$ cat config.mk
export PLATFORM = sky130hd
export DESIGN_NAME = i2c_reg16_reader
export DESIGN_NICKNAME = d
export VERILOG_FILES = /design/src/rtl/i2c_rr_pkg.sv /design/src/rtl/i2c_rr_sync.sv /design/src/rtl/i2c_rr_cond.sv /design/src/rtl/i2c_reg16_reader.sv
export SDC_FILE = /design/constraint.sdc
export NUM_CORES = 1
export LEC_CHECK = 0
export CAP_MARGIN = 20
export CORE_MARGIN = 2
export CORE_UTILIZATION = 36
export DETAILED_ROUTE_END_ITERATION = 6
export GPL_ROUTABILITY_DRIVEN = 0
export PLACE_DENSITY = 0.67
export SLEW_MARGIN = 20
export SYNTH_ARGS = -nofsm -noshare
export SYNTH_HDL_FRONTEND = slang
export SYNTH_SLANG_ARGS = --single-unit
$ cat constraint.sdc
create_clock -name clk -period 4 [get_ports clk]
set_clock_uncertainty 0.15 [all_clocks]
set_input_delay 0.4 -clock clk [delete_from_list [all_inputs] [get_ports clk]]
set_output_delay 0.4 -clock clk [all_outputs]
set_load 0.005 [all_outputs]
$ cat src/rtl/i2c_rr_pkg.sv
package i2c_rr_pkg;
   typedef enum logic [2:0] {
      ST_IDLE,   // ignoring the bus until a START
      ST_ADDR,   // shifting in the address byte
      ST_AACK,   // driving ACK for our address
      ST_REG,    // shifting in the pointer byte
      ST_RACK,   // driving ACK for the pointer byte
      ST_TX,     // shifting out a data byte
      ST_TACK    // listening to the controller's ACK/NACK
   } rr_state_t;
endpackage

$ cat src/rtl/i2c_rr_sync.sv
module i2c_rr_sync #(
   parameter int W      = 2,
   parameter int STAGES = 2
) (
   input  logic         clk,
   input  logic         rst_n,
   input  logic [W-1:0] d,
   output logic [W-1:0] q
);
   if (STAGES < 2) begin : g_bad_stages
      $error("i2c_rr_sync needs at least two stages");
   end

   logic [STAGES-1:0][W-1:0] chain;

   always_ff @(posedge clk or negedge rst_n) begin
      if (!rst_n) chain <= '1;               // idle bus level is high
      else        chain <= {chain[STAGES-2:0], d};
   end

   assign q = chain[STAGES-1];
endmodule

$ cat src/rtl/i2c_rr_cond.sv
module i2c_rr_cond (
   input  logic clk,
   input  logic rst_n,
   input  logic scl_s,
   input  logic sda_s,
   output logic scl_rise,
   output logic scl_fall,
   output logic start_det,
   output logic stop_det
);
   logic scl_q, sda_q;

   always_ff @(posedge clk or negedge rst_n) begin
      if (!rst_n) begin
         scl_q <= 1'b1;
         sda_q <= 1'b1;
      end else begin
         scl_q <= scl_s;
         sda_q <= sda_s;
      end
   end

   assign scl_rise  = scl_s & ~scl_q;
   assign scl_fall  = ~scl_s & scl_q;
   assign start_det = scl_s & scl_q & sda_q & ~sda_s;
   assign stop_det  = scl_s & scl_q & ~sda_q & sda_s;
endmodule

$ cat src/rtl/i2c_reg16_reader.sv
module i2c_reg16_reader #(
   parameter logic [5:0] DEV_HI      = 6'b001101,
   parameter int         PTR_W       = 7,
   parameter int         DATA_W      = 16,
   parameter int         SYNC_STAGES = 2
) (
   input  logic              clk,
   input  logic              rst_n,
   input  logic              scl_in,
   input  logic              sda_in,
   output logic              sda_oe,
   input  logic              addr_sel,
   output logic [PTR_W-1:0]  rd_addr,
   input  logic [DATA_W-1:0] rd_data
);
   import i2c_rr_pkg::*;

   localparam int NBYTES = DATA_W / 8;
   localparam int BI_W   = (NBYTES > 2) ? $clog2(NBYTES) : 1;
   localparam logic [BI_W-1:0] LAST_BYTE = BI_W'(NBYTES - 1);

   if (PTR_W < 1 || PTR_W > 7) begin : g_bad_ptr
      $error("PTR_W must fit the seven low bits of the pointer byte");
   end
   if (DATA_W % 8 != 0 || NBYTES < 2) begin : g_bad_data
      $error("DATA_W must be a multiple of 8 and at least 16");
   end

   logic [1:0] raw_bus, syn_bus;
   logic       scl_s, sda_s;
   logic       scl_rise, scl_fall, start_det, stop_det;

   assign raw_bus = {scl_in, sda_in};
   assign scl_s   = syn_bus[1];
   assign sda_s   = syn_bus[0];

   i2c_rr_sync #(.W(2), .STAGES(SYNC_STAGES)) u_sync (
      .clk(clk), .rst_n(rst_n), .d(raw_bus), .q(syn_bus)
   );

   i2c_rr_cond u_cond (
      .clk(clk), .rst_n(rst_n), .scl_s(scl_s), .sda_s(sda_s),
      .scl_rise(scl_rise), .scl_fall(scl_fall),
      .start_det(start_det), .stop_det(stop_det)
   );

   rr_state_t         state;
   logic [3:0]        bit_cnt;
   logic [7:0]        rx_sr;
   logic [7:0]        tx_sr;
   logic              rw_q;
   logic              ack_q;
   logic [PTR_W-1:0]  ptr;
   logic [DATA_W-1:0] word_q;
   logic [BI_W-1:0]   byte_idx;
   logic              addr_hit;
   logic              load_en;

   function automatic logic [7:0] pick(input logic [DATA_W-1:0] w,
                                       input logic [BI_W-1:0]   i);
      logic [DATA_W-1:0] sh;
      sh = w >> (8 * (NBYTES - 1 - int'(i)));
      return sh[7:0];
   endfunction

   assign addr_hit = (rx_sr[7:1] == {DEV_HI, addr_sel});
   assign load_en  = (state == ST_REG) && scl_fall && (bit_cnt == 4'd8)
                     && !start_det && !stop_det;

   always_ff @(posedge clk or negedge rst_n) begin
      if (!rst_n) begin
         state    <= ST_IDLE;
         bit_cnt  <= '0;
         rx_sr    <= '0;
         tx_sr    <= '0;
         rw_q     <= 1'b0;
         ack_q    <= 1'b0;
         ptr      <= '0;
         word_q   <= '0;
         byte_idx <= '0;
      end else if (start_det) begin
         state   <= ST_ADDR;
         bit_cnt <= '0;
      end else if (stop_det) begin
         state <= ST_IDLE;
      end else begin
         case (state)
            ST_ADDR, ST_REG: begin
               if (scl_rise && bit_cnt < 4'd8) begin
                  rx_sr   <= {rx_sr[6:0], sda_s};
                  bit_cnt <= bit_cnt + 4'd1;
               end
               if (scl_fall && bit_cnt == 4'd8) begin
                  if (state == ST_ADDR) begin
                     rw_q  <= rx_sr[0];
                     state <= addr_hit ? ST_AACK : ST_IDLE;
                  end else begin
                     ptr   <= rx_sr[PTR_W-1:0];
                     state <= ST_RACK;
                  end
               end
            end
            ST_AACK: if (scl_fall) begin
               bit_cnt <= '0;
               if (rw_q) begin
                  word_q   <= rd_data;
                  tx_sr    <= pick(rd_data, '0);
                  byte_idx <= '0;
                  state    <= ST_TX;
               end else begin
                  state <= ST_REG;
               end
            end
            ST_RACK: if (scl_fall) state <= ST_IDLE;
            ST_TX: if (scl_fall) begin
               if (bit_cnt == 4'd7) begin
                  state <= ST_TACK;
               end else begin
                  tx_sr   <= {tx_sr[6:0], 1'b0};
                  bit_cnt <= bit_cnt + 4'd1;
               end
            end
            ST_TACK: begin
               if (scl_rise) begin
                  ack_q <= !sda_s;
                  if (!sda_s && byte_idx == LAST_BYTE) ptr <= ptr + PTR_W'(1);
               end
               if (scl_fall) begin
                  bit_cnt <= '0;
                  if (!ack_q) begin
                     state <= ST_IDLE;
                  end else if (byte_idx == LAST_BYTE) begin
                     word_q   <= rd_data;
                     tx_sr    <= pick(rd_data, '0);
                     byte_idx <= '0;
                     state    <= ST_TX;
                  end else begin
                     tx_sr    <= pick(word_q, byte_idx + BI_W'(1));
                     byte_idx <= byte_idx + BI_W'(1);
                     state    <= ST_TX;
                  end
               end
            end
            default: ;
         endcase
      end
   end

   always_comb begin
      case (state)
         ST_AACK, ST_RACK: sda_oe = 1'b1;
         ST_TX:            sda_oe = ~tx_sr[7];
         default:          sda_oe = 1'b0;
      endcase
   end

   assign rd_addr = ptr;
endmodule

# After elaboration in Yosys (flattened, before gate mapping)
# Cells that the tools add are included.
# classes
bitwise	14
shift	1
n_lt_le_gt_ge	1
n_mux	46
n_eq_ne	31
n_reduce_logical	21
add_sub_neg	4
# ops
operator	n
two-way mux 16 bit	5
two-way mux 8 bit	7
two-way mux 3 bit	11
case mux 16 bit (2 select lines)	1
right shift 16 x 32 -> 8 bit	1
two-way mux 7 bit	4
two-way mux 4 bit	6
!= test 2 bit, second input constant	12
!= test 4 bit, second input constant	6
case mux 8 bit (3 select lines)	1
AND reduction 7 bit	3
case mux 3 bit (5 select lines)	1
case mux 7 bit (2 select lines)	1
case mux 4 bit (3 select lines)	1
== test 3 bit, second input constant	3
!= test 3 bit, second input constant	3
AND reduction 9 bit	1
AND reduction 4 bit	2
AND reduction 8 bit	1
adder 7 x 1 -> 7 bit, second input constant	1
bitwise AND 1 bit	7
== test 7 x 5 -> 1 bit	1
inverter 1 bit	7
nonzero test 7 bit	1
20 further kinds	31
# totals
wordCells	131
regBits	55
in_bits	21

# Longest topological paths before layout
# logic_depth
word_depth	7
depth_mapped	7
ltp_nobuf	6

# Hierarchy
# Synthesis repeated with hierarchy kept, for this count alone.
# hier_totals
hier_cells	234
area_unflattened_um2	2543.7
# by_module_without_submodules
module	seq_area_each_um2	area_each_um2	instances	cells_each
i2c_reg16_reader	1026.0	2338.5	1	222
i2c_rr_sync	105.1	120.1	1	6
i2c_rr_cond	52.6	85.1	1	6

# Worst setup path after synthesis
# Ideal clock, no wire load.
# synth_timing
path_kind	register to register
start	register u_cond.scl_q
end	register ptr[1], in the netlist rd_addr[1]
slack_ns	1.787
setup_time_ns	0.128
synth_period_minus_slack_ns	2.213
path_buffers	3
t_arrival_ns	1.936
path_stages_with_launch	8
required_ns	3.722
path_cell_list	dfstp_2 buf_4 nand2b_4 buf_6 or4_4 buf_6 a21oi_4 mux2_1
# synth_between
elab_chain_cells	5
word_cells_on_any_way	14
cone_classes	eq/ne: 2; bitwise: 10; reduce/logical: 2
# synth_lines
element	line_no	rtl
start: declaration	i2c_rr_cond.sv:11	logic scl_q, sda_q;
start signal: assignment	i2c_rr_cond.sv:18	scl_q <= scl_s;
bitwise AND 1 bit	i2c_rr_cond.sv:25, i2c_rr_cond.sv:26	
bitwise AND 1 bit, on equally long branches (2 in a row)	i2c_rr_cond.sv:26, i2c_rr_cond.sv:25	
inverter 1 bit (no line)	-	
AND reduction 7 bit (no line) (*)	-	
end signal: assignment	i2c_reg16_reader.sv:98	ptr <= rx_sr[PTR_W-1:0];
end signal: assignment	i2c_reg16_reader.sv:126	if (!sda_s && byte_idx == LAST_BYTE) ptr <= ptr + PTR_W'(1);
end: declaration	i2c_reg16_reader.sv:53	logic [PTR_W-1:0] ptr;
# Every way passes the cells marked *; elsewhere a longest branch is shown, timed or not.
# A chain may end at the register's enable or synchronous reset.

# Worst setup path after layout
# layout_timing
start	register state[0]
end	output port sda_oe
# layout_between
elab_chain_cells	3
word_cells_on_any_way	5
cone_classes	eq/ne: 3; mux: 1; reduce/logical: 1
# layout_lines
element	line_no	rtl
start: declaration	i2c_reg16_reader.sv:47	rr_state_t state;
start signal: assignment	i2c_reg16_reader.sv:96	state <= addr_hit ? ST_AACK : ST_IDLE;
== test 3 x 2 -> 1 bit or == test 3 bit (tied branches)	i2c_reg16_reader.sv:150	case (state)
OR reduction 2 bit	i2c_reg16_reader.sv:150	
case mux 1 bit (2 select lines) (*)	i2c_reg16_reader.sv:150	
end: declaration	i2c_reg16_reader.sv:11	output logic sda_oe,
# Marked as above.

==> results.json <==
{
  "cp-start-kind": "flop",
  "drive_above_1_share_pct": 18.99,
  "clock_sinks": 47,
  "via_count": 1884,
  "die_w_um": 88.72,
  "multiInputGateArea_sq_um": 1304,
  "worst_pin_slew_ns": 0.6603,
  "power_density_nw_per_um2": 390.2,
  "holdPathStages": 0,
  "register_area_sq_um": 1184,
  "io_pins": 29,
  "wl_per_cell_um": 14.31,
  "fin_ws_ns": 1.313,
  "synthFlopType": "dfrtp_1",
  "fmax_mhz": 372.2,
  "clk_latency_ns": 0.30,
  "cp_max_fo": 20,
  "cp_slowest_cell": "dfrtp_1",
  "fin_nets": 281,
  "insertedDiodeCount": 0,
  "fin_hold_ws_ns": 0.2086,
  "rsz0062_at_grt": "no",
  "clk_pin_slew_worst_paths_ns": 0.09,
  "slew_viol_final": 0,
  "core_area_sq_um": 6869,
  "fin_crit_ns": 2.687,
  "cp_num_cells": 3,
  "port_buffers": 28,
  "area_delta_synth_final_pct": 17.43,
  "postRouteAntennaNets": 0,
  "drc": 0,
  "fin_crit_sh_pct": 67.16,
  "ys_types": 53,
  "antenna_found_initial": 0,
  "path_delay_family": "flip-flops",
  "r2r_slack_ns": 1.45,
  "htree_num_levels": 2,
  "hold_violations": 0,
  "cp_cell_sequence": "nand2b_1 -> o21ai_0 -> clkdlybuf4s50_1",
  "num_rows": 30,
  "yosysWarnings": 0,
  "final_common_cell": "dfrtp_1",
  "cts_buffer_depth": 2,
  "vias_per_cell": 5.322,
  "synth_area_sq_um": 2584,
  "reg2reg_depth": 4,
  "max_stage_delay_ns": 0.61,
  "grt_pass1_vias": 1753,
  "cts_setup_buffers": 0,
  "setup_viol": 0,
  "peakVddDrop_v": 0.0001588,
  "path_buf_inv": 1,
  "fillers": 637,
  "grt_usage_pct": 13.82,
  "cp_data_required_time_ns": 3.45,
  "endpoint_kind": "output pin",
  "ys_seq_area_share_pct": 45.81,
  "syn_inst": 236,
  "synth_seq_cells": 47,
  "p_leak_uw": 0.001175,
  "cts_tree": "yes",
  "final_cell_area_sq_um": 3034,
  "synth_area_per_cell_sq_um": 10.95,
  "root_buffer": "clkbuf_8",
  "setup_tns_ns": 0,
  "total_power_uw": 1184,
  "grt_overflow_total": 0,
  "drtIter0Drc": 148,
  "hpwl_um": 3599,
  "slew_headroom_pct": 55.91,
  "place_ws_ns": 1.372,
  "outcome": "finished clean",
  "grt_pass1_wl_um": 8528,
  "initial_core_util_pct": 37.61,
  "synth_edf_count": 0,
  "die-area_sq_um": 7870,
  "synth_nets": 260,
  "fp.dieH_um": 88.72,
  "criticalPathCategory": "flop to output pin",
  "grt_max_degree": 48,
  "synth-async-reset-ratio_pct": 100.0,
  "crit_arrival_ns": 2.14,
  "min_path_type": "flop to flop",
  "totalWireLength_um": 5067,
  "placed_area_sq_um": 2900,
  "cts_buffers": 5,
  "max_cap_viol_count": 0,
  "first_pass_iters": 4,
  "final_cell_mix": "dfrtp_1 (41), clkdlybuf4s50_1 (27), mux2_2 (25)"
}
## what timing repair did
item	4_1_cts	5_1_grt
hold buffers	0	1
endpoints found under the hold margin	0	32
gates resized for setup	0	0
## cell families after synthesis
group	after synthesis	share of synthesized area (%)
buffers and inverters	22	4.310
flip-flops	47	45.81
adder cells (fa/ha/maj)	3	1.453
AND/OR/NAND/NOR	65	15.88
multiplexers	38	16.03
XOR/XNOR	2	0.6781
AO/OA/AOI/OAI	59	15.84
## synth_stat cells, types with 2 or more instances
cell,count,area share [%]
a211oi_1,3,0.87
a21oi_1,5,0.97
a221oi_1,3,1.0
a22o_1,2,0.68
a2bb2oi_1,5,1.7
a31oi_1,4,0.97
and3b_1,3,1.0
and4_1,2,0.68
buf_2,2,0.39
buf_6,3,1.3
clkbuf_1,9,1.3
dfrtp_1,41,40
dfstp_2,6,6.1
ha_1,3,1.5
inv_1,7,1.0
mux2_1,2,0.87
mux2_2,25,11
mux2i_1,11,4.3
nand2_1,15,2.2
nand2b_1,2,0.48
nand3_1,13,2.5
nand3b_1,5,1.5
nand4_1,2,0.48
nor2_1,5,0.73
nor2b_1,5,1.2
nor3_1,2,0.39
nor4bb_1,2,0.77
o211ai_1,3,0.87
o21ai_0,20,3.9
o22ai_1,2,0.48
o31ai_1,2,0.58
## metrics by stage
stage                     std cells  utilization (%)
after CTS                       353            43.86
after global placement          345            42.22
after detailed placement        345            42.22
final                           354            44.17
after floorplan                 236                -
after global routing            354            44.17
## final timing paths
check,from,endpoint
worst max-delay path,state[0],sda_oe
max in group asynchronous,rst_n,state[1]
worst min-delay path,u_sync.chain[0],u_sync.q[0]
min in group asynchronous,rst_n,word_q[6]
worst max register to register,state[0],rd_addr[1]
worst min register to register,u_sync.chain[0],u_sync.q[0]
## registers in the layout, indices dropped and copies added, names as in the netlist
register      flops
word_q            8
ack_q             1
u_cond.sda_q      1
bit_cnt           4
u_sync.chain      2
rw_q              1
tx_sr             8
u_cond.scl_q      1
u_sync.q          2
state             3
rd_addr           7
rx_sr             8
byte_idx          1
## per-layer routing
layer / up-vias / GRT usage (%) / wire length [um]
li1: 922 / - / -
met1: 913 / 20.25 / 2495
met2: 45 / 20.49 / 2343
met3: 4 / 2.052 / 168
met4: 0 / 5.510 / 59
met5: - / 0 / 0
## layout make-up
cell class	instances	area share [%]
Inverter	7	0.8660
Clock inverter	3	1.443
Multi-Input combinational cell	167	42.97
Timing Repair Buffer	29	9.485
Clock buffer	5	2.268
Tap cell	96	3.959
Sequential cell	47	39.01
## power by group
group | internal [uW] | switching, uW
Clock | 186 | 163
Sequential | 545 | 79.2
Combinational | 117 | 93.9
Total | 848 | 336
(Power assumes the default switching activity.)
